--- src/rtl/adc_ovs_pkg.sv ---
package adc_ovs_pkg;
  localparam int RAW_W_DEF     = 12;
  localparam int RATIO_W_DEF   = 3;
  localparam int SHIFT_W_DEF   = 4;
  localparam int MAX_SHIFT_DEF = 8;
  localparam int CH_W_DEF      = 4;
  localparam int OUT_W_DEF     = 16;

  typedef struct packed {
    logic eosmp;
    logic eoc;
    logic eos;
  } ovs_flags_t;
endpackage

--- src/rtl/adc_ovs_sample_ctr.sv ---
module adc_ovs_sample_ctr #(
  parameter int RATIO_W = 3,
  parameter int CNT_W   = 8,
  parameter int CH_W    = 4
) (
  input  logic               clk,
  input  logic               rst,
  input  logic               seq_start,
  input  logic               raw_vld,
  input  logic [RATIO_W-1:0] ratio_code,
  input  logic [CH_W-1:0]    seq_len_m1,
  output logic               run_last,
  output logic               seq_last
);
  logic [CNT_W-1:0] cnt_q, base_cnt, ratio_m1;
  logic [CH_W-1:0]  ch_q, base_ch;
  logic [CNT_W:0]   n_full;
  logic [RATIO_W:0] shamt;

  always_comb begin
    shamt    = {1'b0, ratio_code} + (RATIO_W+1)'(1);
    n_full   = (CNT_W+1)'(1) << shamt;
    ratio_m1 = CNT_W'(n_full - (CNT_W+1)'(1));
    base_cnt = seq_start ? '0 : cnt_q;
    base_ch  = seq_start ? '0 : ch_q;
    run_last = (base_cnt == ratio_m1);
    seq_last = (base_ch == seq_len_m1);
  end

  always_ff @(posedge clk) begin
    if (rst) begin
      cnt_q <= '0;
      ch_q  <= '0;
    end else if (raw_vld) begin
      if (run_last) begin
        cnt_q <= '0;
        ch_q  <= seq_last ? '0 : base_ch + CH_W'(1);
      end else begin
        cnt_q <= base_cnt + CNT_W'(1);
        ch_q  <= base_ch;
      end
    end else if (seq_start) begin
      cnt_q <= '0;
      ch_q  <= '0;
    end
  end

  // the sample index never passes the end of the selected run
  p_cnt_bound_r1: assert property (@(posedge clk) disable iff (rst)
    cnt_q <= ratio_m1);
endmodule

--- src/rtl/adc_ovs_acc_core.sv ---
module adc_ovs_acc_core #(
  parameter int RAW_W = 12,
  parameter int ACC_W = 20
) (
  input  logic             clk,
  input  logic             rst,
  input  logic             seq_start,
  input  logic             raw_vld,
  input  logic [RAW_W-1:0] raw_data,
  input  logic             run_last,
  output logic [ACC_W-1:0] sum_now
);
  logic [ACC_W-1:0] acc_q, base;

  always_comb begin
    base    = seq_start ? '0 : acc_q;
    sum_now = base + ACC_W'(raw_data);
  end

  always_ff @(posedge clk) begin
    if (rst) begin
      acc_q <= '0;
    end else if (raw_vld) begin
      acc_q <= run_last ? '0 : sum_now;
    end else if (seq_start) begin
      acc_q <= '0;
    end
  end

  // the total starts afresh after every completed run
  p_acc_clear_r11: assert property (@(posedge clk) disable iff (rst)
    (raw_vld && run_last) |=> (acc_q == '0));
endmodule

--- src/rtl/adc_ovs_round_shift.sv ---
module adc_ovs_round_shift #(
  parameter int ACC_W     = 20,
  parameter int OUT_W     = 16,
  parameter int SHIFT_W   = 4,
  parameter int MAX_SHIFT = 8
) (
  input  logic [ACC_W-1:0]   sum_in,
  input  logic [SHIFT_W-1:0] shift_code,
  output logic [OUT_W-1:0]   res
);
  localparam int QW = (ACC_W + 1 > OUT_W) ? ACC_W + 1 : OUT_W;

  logic [SHIFT_W-1:0] sh;
  logic [QW-1:0]      ext, rnd, q;

  always_comb begin
    sh  = (shift_code > SHIFT_W'(MAX_SHIFT)) ? SHIFT_W'(MAX_SHIFT) : shift_code;
    ext = QW'(sum_in);
    rnd = (sh == '0) ? '0 : (QW'(1) << (sh - SHIFT_W'(1)));
    q   = (ext + rnd) >> sh;
    res = OUT_W'(q);
  end
endmodule

--- src/rtl/adc_ovs_accum.sv ---
module adc_ovs_accum
  import adc_ovs_pkg::*;
#(
  parameter int RAW_W     = RAW_W_DEF,
  parameter int RATIO_W   = RATIO_W_DEF,
  parameter int SHIFT_W   = SHIFT_W_DEF,
  parameter int MAX_SHIFT = MAX_SHIFT_DEF,
  parameter int CH_W      = CH_W_DEF,
  parameter int OUT_W     = OUT_W_DEF
) (
  input  logic               clk,
  input  logic               rst,
  input  logic               seq_start,
  input  logic               smp_done,
  input  logic               raw_vld,
  input  logic [RAW_W-1:0]   raw_data,
  input  logic [RATIO_W-1:0] cfg_ratio,
  input  logic [SHIFT_W-1:0] cfg_shift,
  input  logic [CH_W-1:0]    cfg_seq_len_m1,
  output logic               eosmp_o,
  output logic               eoc_o,
  output logic               eos_o,
  output logic               res_vld_o,
  output logic [OUT_W-1:0]   res_data_o
);
  localparam int CNT_W = 1 << RATIO_W;
  localparam int ACC_W = RAW_W + CNT_W;

  logic             run_last, seq_last;
  logic [ACC_W-1:0] sum_now;
  logic [OUT_W-1:0] rounded;
  ovs_flags_t       flags_q;
  logic [OUT_W-1:0] res_q;

  adc_ovs_sample_ctr #(.RATIO_W(RATIO_W), .CNT_W(CNT_W), .CH_W(CH_W)) u_ctr (
    .clk(clk), .rst(rst), .seq_start(seq_start), .raw_vld(raw_vld),
    .ratio_code(cfg_ratio), .seq_len_m1(cfg_seq_len_m1),
    .run_last(run_last), .seq_last(seq_last)
  );

  adc_ovs_acc_core #(.RAW_W(RAW_W), .ACC_W(ACC_W)) u_acc (
    .clk(clk), .rst(rst), .seq_start(seq_start), .raw_vld(raw_vld),
    .raw_data(raw_data), .run_last(run_last), .sum_now(sum_now)
  );

  adc_ovs_round_shift #(.ACC_W(ACC_W), .OUT_W(OUT_W), .SHIFT_W(SHIFT_W),
                        .MAX_SHIFT(MAX_SHIFT)) u_rnd (
    .sum_in(sum_now), .shift_code(cfg_shift), .res(rounded)
  );

  always_ff @(posedge clk) begin
    if (rst) begin
      flags_q <= '0;
      res_q   <= '0;
    end else begin
      flags_q.eosmp <= smp_done;
      flags_q.eoc   <= raw_vld & run_last;
      flags_q.eos   <= raw_vld & run_last & seq_last;
      if (raw_vld && run_last) res_q <= rounded;
    end
  end

  assign eosmp_o    = flags_q.eosmp;
  assign eoc_o      = flags_q.eoc;
  assign eos_o      = flags_q.eos;
  assign res_vld_o  = flags_q.eoc;
  assign res_data_o = res_q;

  // end of sequence only together with an end of conversion
  p_eos_with_eoc_r8: assert property (@(posedge clk) disable iff (rst)
    eos_o |-> eoc_o);

  // result holds outside end-of-conversion cycles
  p_res_hold_r7: assert property (@(posedge clk) disable iff (rst)
    !eoc_o |-> $stable(res_data_o));
endmodule

--- config.mk ---
export PLATFORM = sky130hd
export DESIGN_NAME = adc_ovs_accum
export DESIGN_NICKNAME = d
export VERILOG_FILES = /design/src/rtl/adc_ovs_pkg.sv /design/src/rtl/adc_ovs_sample_ctr.sv /design/src/rtl/adc_ovs_acc_core.sv /design/src/rtl/adc_ovs_round_shift.sv /design/src/rtl/adc_ovs_accum.sv
export SDC_FILE = /design/constraint.sdc
export NUM_CORES = 1
export LEC_CHECK = 0
export ABC_AREA = 1
export BUFFER_PORTS_ARGS = -buffer_cell sky130_fd_sc_hd__buf_2
export CORE_ASPECT_RATIO = 1.25
export CORE_MARGIN = 10
export CORE_UTILIZATION = 40
export DETAILED_ROUTE_END_ITERATION = 6
export PLACE_DENSITY = 0.68
export RECOVER_POWER = 50
export SKIP_CTS_REPAIR_TIMING = 1
export SYNTH_ARGS = -nofsm -noshare
export SYNTH_HDL_FRONTEND = slang
export SYNTH_SLANG_ARGS = --single-unit
--- constraint.sdc ---
create_clock -name clk -period 3.7 [get_ports clk]
set_input_delay 0 -clock clk [delete_from_list [all_inputs] [get_ports clk]]
set_output_delay 0 -clock clk [all_outputs]
set_load 0.03 [all_outputs]
**Word level (Yosys, flattened, before mapping)**

Cells that the tools add are included.

- Flip-flop bits (word level): 51
- Bits of input ports: 28
- Word-level logic and storage cells: 36

- Add/sub/neg operators: 7
- Magnitude comparators: 1
- Equal/unequal tests: 2
- Shifts and indexed selects: 3
- Multiplexer cells: 12
- Bitwise logic cells: 2
- Reduce and logical (&&, ||, !) cells: 2

Operator list:

| kind | count |
|---|---|
| 2-to-1 mux 20 bit | 3 |
| 2-to-1 mux 8 bit | 3 |
| adder 20 x 21 -> 21 bit | 1 |
| 2-to-1 mux 21 bit | 1 |
| left shift 1 x 4 -> 21 bit, first input constant | 1 |
| right shift 21 x 4 -> 16 bit | 1 |
| adder 20 x 12 -> 20 bit | 1 |
| 2-to-1 mux 4 bit | 5 |
| adder 8 x 1 -> 8 bit, second input constant | 1 |
| == test 8 bit | 1 |
| left shift 1 x 4 -> 8 bit, first input constant | 1 |
| subtractor 8 x 1 -> 8 bit, second input constant | 1 |
| adder 3 x 1 -> 4 bit, second input constant | 1 |
| adder 4 x 1 -> 4 bit, second input constant | 1 |
| == test 4 bit | 1 |
| > comparator 4 bit, second input constant | 1 |
| zero test 4 bit | 1 |
| subtractor 4 x 1 -> 4 bit, second input constant | 1 |
| bitwise AND 1 bit | 2 |
| logical AND 1 bit | 1 |

**Logic depth before layout (Yosys ltp)**

- Word-level depth: 7
- Mapped depth: 29

**Modules after synthesis**

Synthesis repeated with hierarchy kept, for this count alone.

- Cell total of the unflattened synthesis: 1033
- Area, all modules: 5885.6 sq um

By module, submodules not included:

| module | instances | cells each | area each (sq um) | sequential area each (sq um) |
|---|---|---|---|---|
| adc_ovs_round_shift | 1 | 406 | 2087.0 | 0.0 |
| adc_ovs_acc_core | 1 | 321 | 1935.6 | 400.4 |
| adc_ovs_sample_ctr | 1 | 196 | 1099.8 | 240.2 |
| adc_ovs_accum | 1 | 110 | 763.2 | 380.4 |

**Worst setup path after synthesis**

OpenSTA, ideal clock, no wires.

- Path type: input-to-reg
- Start point: input seq_start
- End point: register res_q[11] (netlist: res_data_o[11])
- Data arrival time: 3178 ps
- Required time: 3587 ps
- Path slack: 409 ps
- Stages on the path: 24
- Path buffers: 2
- Cell sequence: buf_4 clkbuf_1 nor2_1 ha_1 nand2_1 nand2_1 or2_2 xor2_1 ha_1 a21oi_1 nand2_1 nand2_1 nand2_1 nand3_1 nand2_1 or2_2 nand3_1 nand2_1 o21ai_0 nand2_1 nand2_1 inv_1 nand3_1 nand2_1

- Cells in the longest elaborated chain, start to end: 4
- Elaborated cells on any way between the ends: 7
- Those cells by class: 2 x add/sub; 1 x eq/ne; 1 x shift; 2 x mux; 1 x reduce/logical

RTL lines:

| element | RTL line | source |
|---|---|---|
| start: declaration | adc_ovs_accum.sv:13 | `input logic seq_start,` |
| 2-to-1 mux 20 bit | n/a |  |
| adder 20 x 12 -> 20 bit | adc_ovs_acc_core.sv:17 | `sum_now = base + ACC_W'(raw_data);` |
| adder 20 x 21 -> 21 bit | adc_ovs_round_shift.sv:20 | `q = (ext + rnd) >> sh;` |
| right shift 21 x 4 -> 16 bit | adc_ovs_round_shift.sv:20 |  |
| end signal: assignment | adc_ovs_accum.sv:59 | `if (raw_vld && run_last) res_q <= rounded;` |
| end: declaration | adc_ovs_accum.sv:33 | `logic [OUT_W-1:0] res_q;` |

Several ways; a longest one is shown, not always the timed one.
A chain may end at the register's enable or synchronous reset.

**Worst setup path after layout**

- Start point: register u_acc.acc_q[0]
- End point: register res_q[11] (netlist: res_data_o[11])

- Cells in the longest elaborated chain, start to end: 4

RTL lines:

| element | RTL line | source |
|---|---|---|
| start: declaration | adc_ovs_acc_core.sv:13 | `logic [ACC_W-1:0] acc_q, base;` |
| start signal: assignment | adc_ovs_acc_core.sv:24 | `acc_q <= run_last ? '0 : sum_now;` |
| 2-to-1 mux 20 bit | n/a |  |
| adder 20 x 12 -> 20 bit | adc_ovs_acc_core.sv:17 |  |
| adder 20 x 21 -> 21 bit | adc_ovs_round_shift.sv:20 |  |
| right shift 21 x 4 -> 16 bit | adc_ovs_round_shift.sv:20 |  |

No other way between the ends.

==> qor.json <==
{
  "insertion_delay_ns": 0.30,
  "drc_errors": 0,
  "max_slew_margin": 0.480,
  "tritoncts.num_buffers": 5,
  "rsz_0062_raised_after_global_routing": "true",
  "number_of_flops_mapped_to_enable_cells_by_yosys": 0,
  "synth.cell_area_um2": 5080,
  "fillerInstances": 1343,
  "fraction_of_layout_instances_using_a_drive_strength_above_1": 0.110,
  "fin_skew_ns": 0.00510,
  "first_pass_iters": 5,
  "worst_hold_path.num_cells": 3,
  "crit_arrival_ns": 3.64,
  "number_of_clock_sinks": 51,
  "antennaDiodeCount": 0,
  "share_of_the_synthesized_area_in_the_top_cell_type": 0.201,
  "cp-start-kind": "flop",
  "synth_cells": 864,
  "grtUsageMet2": 0.291,
  "synth.area.top_cells": "dfxtp_1 20%, nand2_1 20%, nand3_1 10%",
  "run_status": "complete, no violations",
  "final-hold-violation-count": 0,
  "track_usage": 0.163,
  "synth_flop_cell": "dfxtp_1",
  "rows": 45,
  "grt_antenna_before_repair": 0,
  "setup_violations": 0,
  "avgSynthCellArea_um2": 5.88,
  "timing.hold.worst.start": "raw_vld",
  "cpMaxStageDelayCell": "ha_1",
  "layout_min_cycle_time_ns": 3.45,
  "ys_seq_elements": 51,
  "finalCritPeriodShare": 0.933,
  "cts_root_buffer": "clkbuf_16",
  "worstReg2RegEnd": "res_data_o[11]",
  "sequential_cell_area_fraction_in_the_yosys_report": 0.201,
  "fp.coreArea_um2": 12300,
  "number_of_global_route_vias_before_repair": 5298,
  "r2r_setup_slack_ns": 0.25,
  "hold-path-endpoint": "u_ctr.cnt_q[0]",
  "port_buffers": 47,
  "antenna_left": 0,
  "vdd_drop_max_uv": 162,
  "drv_cap": 0,
  "setup.worst_path.class": "flop to flop",
  "multiInputGateArea_um2": 3750,
  "cpMostUsedCell": "nand2_1",
  "grt.met1_usage": 0.192,
  "synthDistinctLibCells": 40,
  "overflow": 0,
  "clock_tree_from_tritoncts": "built",
  "reg2reg_from": "u_acc.acc_q[0]",
  "post_drt_via_cell_ratio": 5.17,
  "worst-r2r-cell-count": 24,
  "initial_util": 0.414,
  "leakagePower_uw": 0.00291,
  "drv_slew": 0,
  "largest_net_degree_at_the_start_of_global_routing": 27,
  "post-place-ws_ns": 0.0923,
  "setup_slack_ns": 0.248,
  "netlist_top_cells_count": "270 x nand2_1, 110 x inv_1, 103 x nand3_1",
  "floorplan.die_area_um2": 17600,
  "area_delta_synth_final_pct": 15.8,
  "ctsHtreeMaxLevel": 2,
  "yosys.area.top_type": "dfxtp_1",
  "clkTransAtPathRegs_ns": 0.07,
  "worst-endpoint-required_ns": 3.89,
  "crit_chain": "inv_1 > nor2_1 > ha_2 > fa_2 > nand3_1 > nand3_2 > nand2_1 > nand2_1 > a31oi_2 > xor2_1 > ha_1 > nand2_1 > nor2_1 > a21oi_1 > nand2_1 > or2_2 > nand3_1 > nand2_1 > o21ai_2 > nand2_1 > nand2_1 > inv_1 > nand3_1 > nand2_1",
  "timing.critical_path.to_type": "flop",
  "holdCritPathClass": "input port to flop",
  "top_usage_layer": "met2",
  "initialDrtViolationCount": 383,
  "synthMostInstantiatedCell": "nand2_1",
  "max-clock-path-buffers": 2,
  "route.final.wire_length_um": 14600,
  "worst_pin_slew_ns": 0.780,
  "grt_first_pass_wirelength_um": 24500,
  "vias": 5568,
  "post_layout_power_uw": 1730,
  "post-dp-hpwl_um": 11400,
  "synth_warnings": 0,
  "gp_routability_congestion": 0.942,
  "average_detailed_routed_wire_length_per_instance_um": 13.5,
  "vertical_die_dimension_um": 146,
  "finalNetCount": 975,
  "synth-async-reset-ratio": 0,
  "critPathMaxStageDelay_ns": 0.37,
  "die_x_um": 121,
  "cellPowerDensity_nw_per_um2": 294,
  "max_freq_ghz": 0.290,
  "i_o_pin_count": 48,
  "area_taken_by_flip_flops_and_latches_um2": 1020,
  "grt.met3_usage": 0.0205,
  "worst-path-max-fanout": 5
}
==> cells in the final DEF (no fill, tap or decap), types with 3 or more instances in the layout <==
master,instances
nand2_2,8
xor2_1,21
nand3_2,3
a21oi_1,56
buf_4,11
ha_4,7
a31oi_1,9
xor2_2,3
nor2_1,67
o21ai_0,25
nor2_2,9
buf_2,26
or2_2,7
dfxtp_1,51
nor4_1,3
conb_1,8
xnor2_1,12
o211ai_1,6
clkbuf_1,21
inv_1,111
a21oi_2,4
nand3_1,101
ha_1,24
nand2_1,264
nor3_1,7
o21ai_2,3
clkbuf_16,5
nand4_1,10
==> cell type report <==
class                   count  area share
clock buffers               6      0.0236
clock inverters             2     0.00660
inverters                 113      0.0722
multi-input cells         682       0.638
flip-flops and latches     51       0.174
well taps                 164      0.0349
repair buffers             59      0.0513
==> sequential cells by signal, summed over array words and instances, names as in the netlist <==
signal / flops
eoc_o: 1
eos_o: 1
eosmp_o: 1
res_data_o: 16
u_acc.acc_q: 20
u_ctr.ch_q: 4
u_ctr.cnt_q: 8
==> report_power, final <==
part	internal, uW	switching, uW
Sequential	560	3.04
Clock	340	216
Combinational	218	390
Total	1120	609
==> worst max path at each step <==
stage,start,slack (ns),end
finish,u_acc.acc_q[0],0.25,res_data_o[11]
global route,u_acc.acc_q[0],-0.06,res_data_o[10]
CTS,u_acc.acc_q[1],0.05,res_data_o[11]
detailed placement,u_acc.acc_q[1],0.09,res_data_o[11]
global placement,u_acc.acc_q[1],0.06,res_data_o[6]
floorplan,seq_start,0.41,res_data_o[11]
==> worst max-delay path: cells and delay by family (launching register included) <==
| kind | cells | cell delay, ns |
|---|---|---|
| and+or+nand+nor | 15 | 1.42 |
| DFF | 1 | 0.30 |
| buffers and inverters | 2 | 0.08 |
| AOI/OAI and AO/OA | 3 | 0.48 |
| xor gates and xnor gates | 1 | 0.12 |
| adders and majority gates | 3 | 0.93 |
==> stage by stage <==
stage	hold slack, ns	std cells	cell area (um^2)	setup TNS, ns	util
3_5_place_dp	0.216	1063	5470	0	0.445
5_1_grt	0.103	1077	5880	-0.168	0.479
4_1_cts	-0.0915	1071	5650	0	0.460
6_report	0.0562	1077	5880	0	0.479
3_3_place_gp	0.209	1063	5470	0	0.445
2_1_floorplan	0.107	871	5100	0	-
==> cell families (layout without fill, tap and decap cells) <==
logic type / after synthesis / count (layout) / share of synthesized area
AO/OA/AOI/OAI: 112 / 112 / 0.121
flip-flops: 51 / 51 / 0.201
buffers and inverters: 138 / 180 / 0.107
adder cells (fa/ha/maj): 35 / 35 / 0.0892
other: 1 / 8 / 0.000739
AND/OR/NAND/NOR: 487 / 487 / 0.409
XOR/XNOR: 40 / 40 / 0.0720
==> routing by layer <==
metal / vias to the layer above / part of all wire
met2: 129 / 0.51
met4: 0 / 0.024
li1: 2873 / -
met5: - / 0
met1: 2541 / 0.43
met3: 25 / 0.035
(Power assumes the default switching activity.)
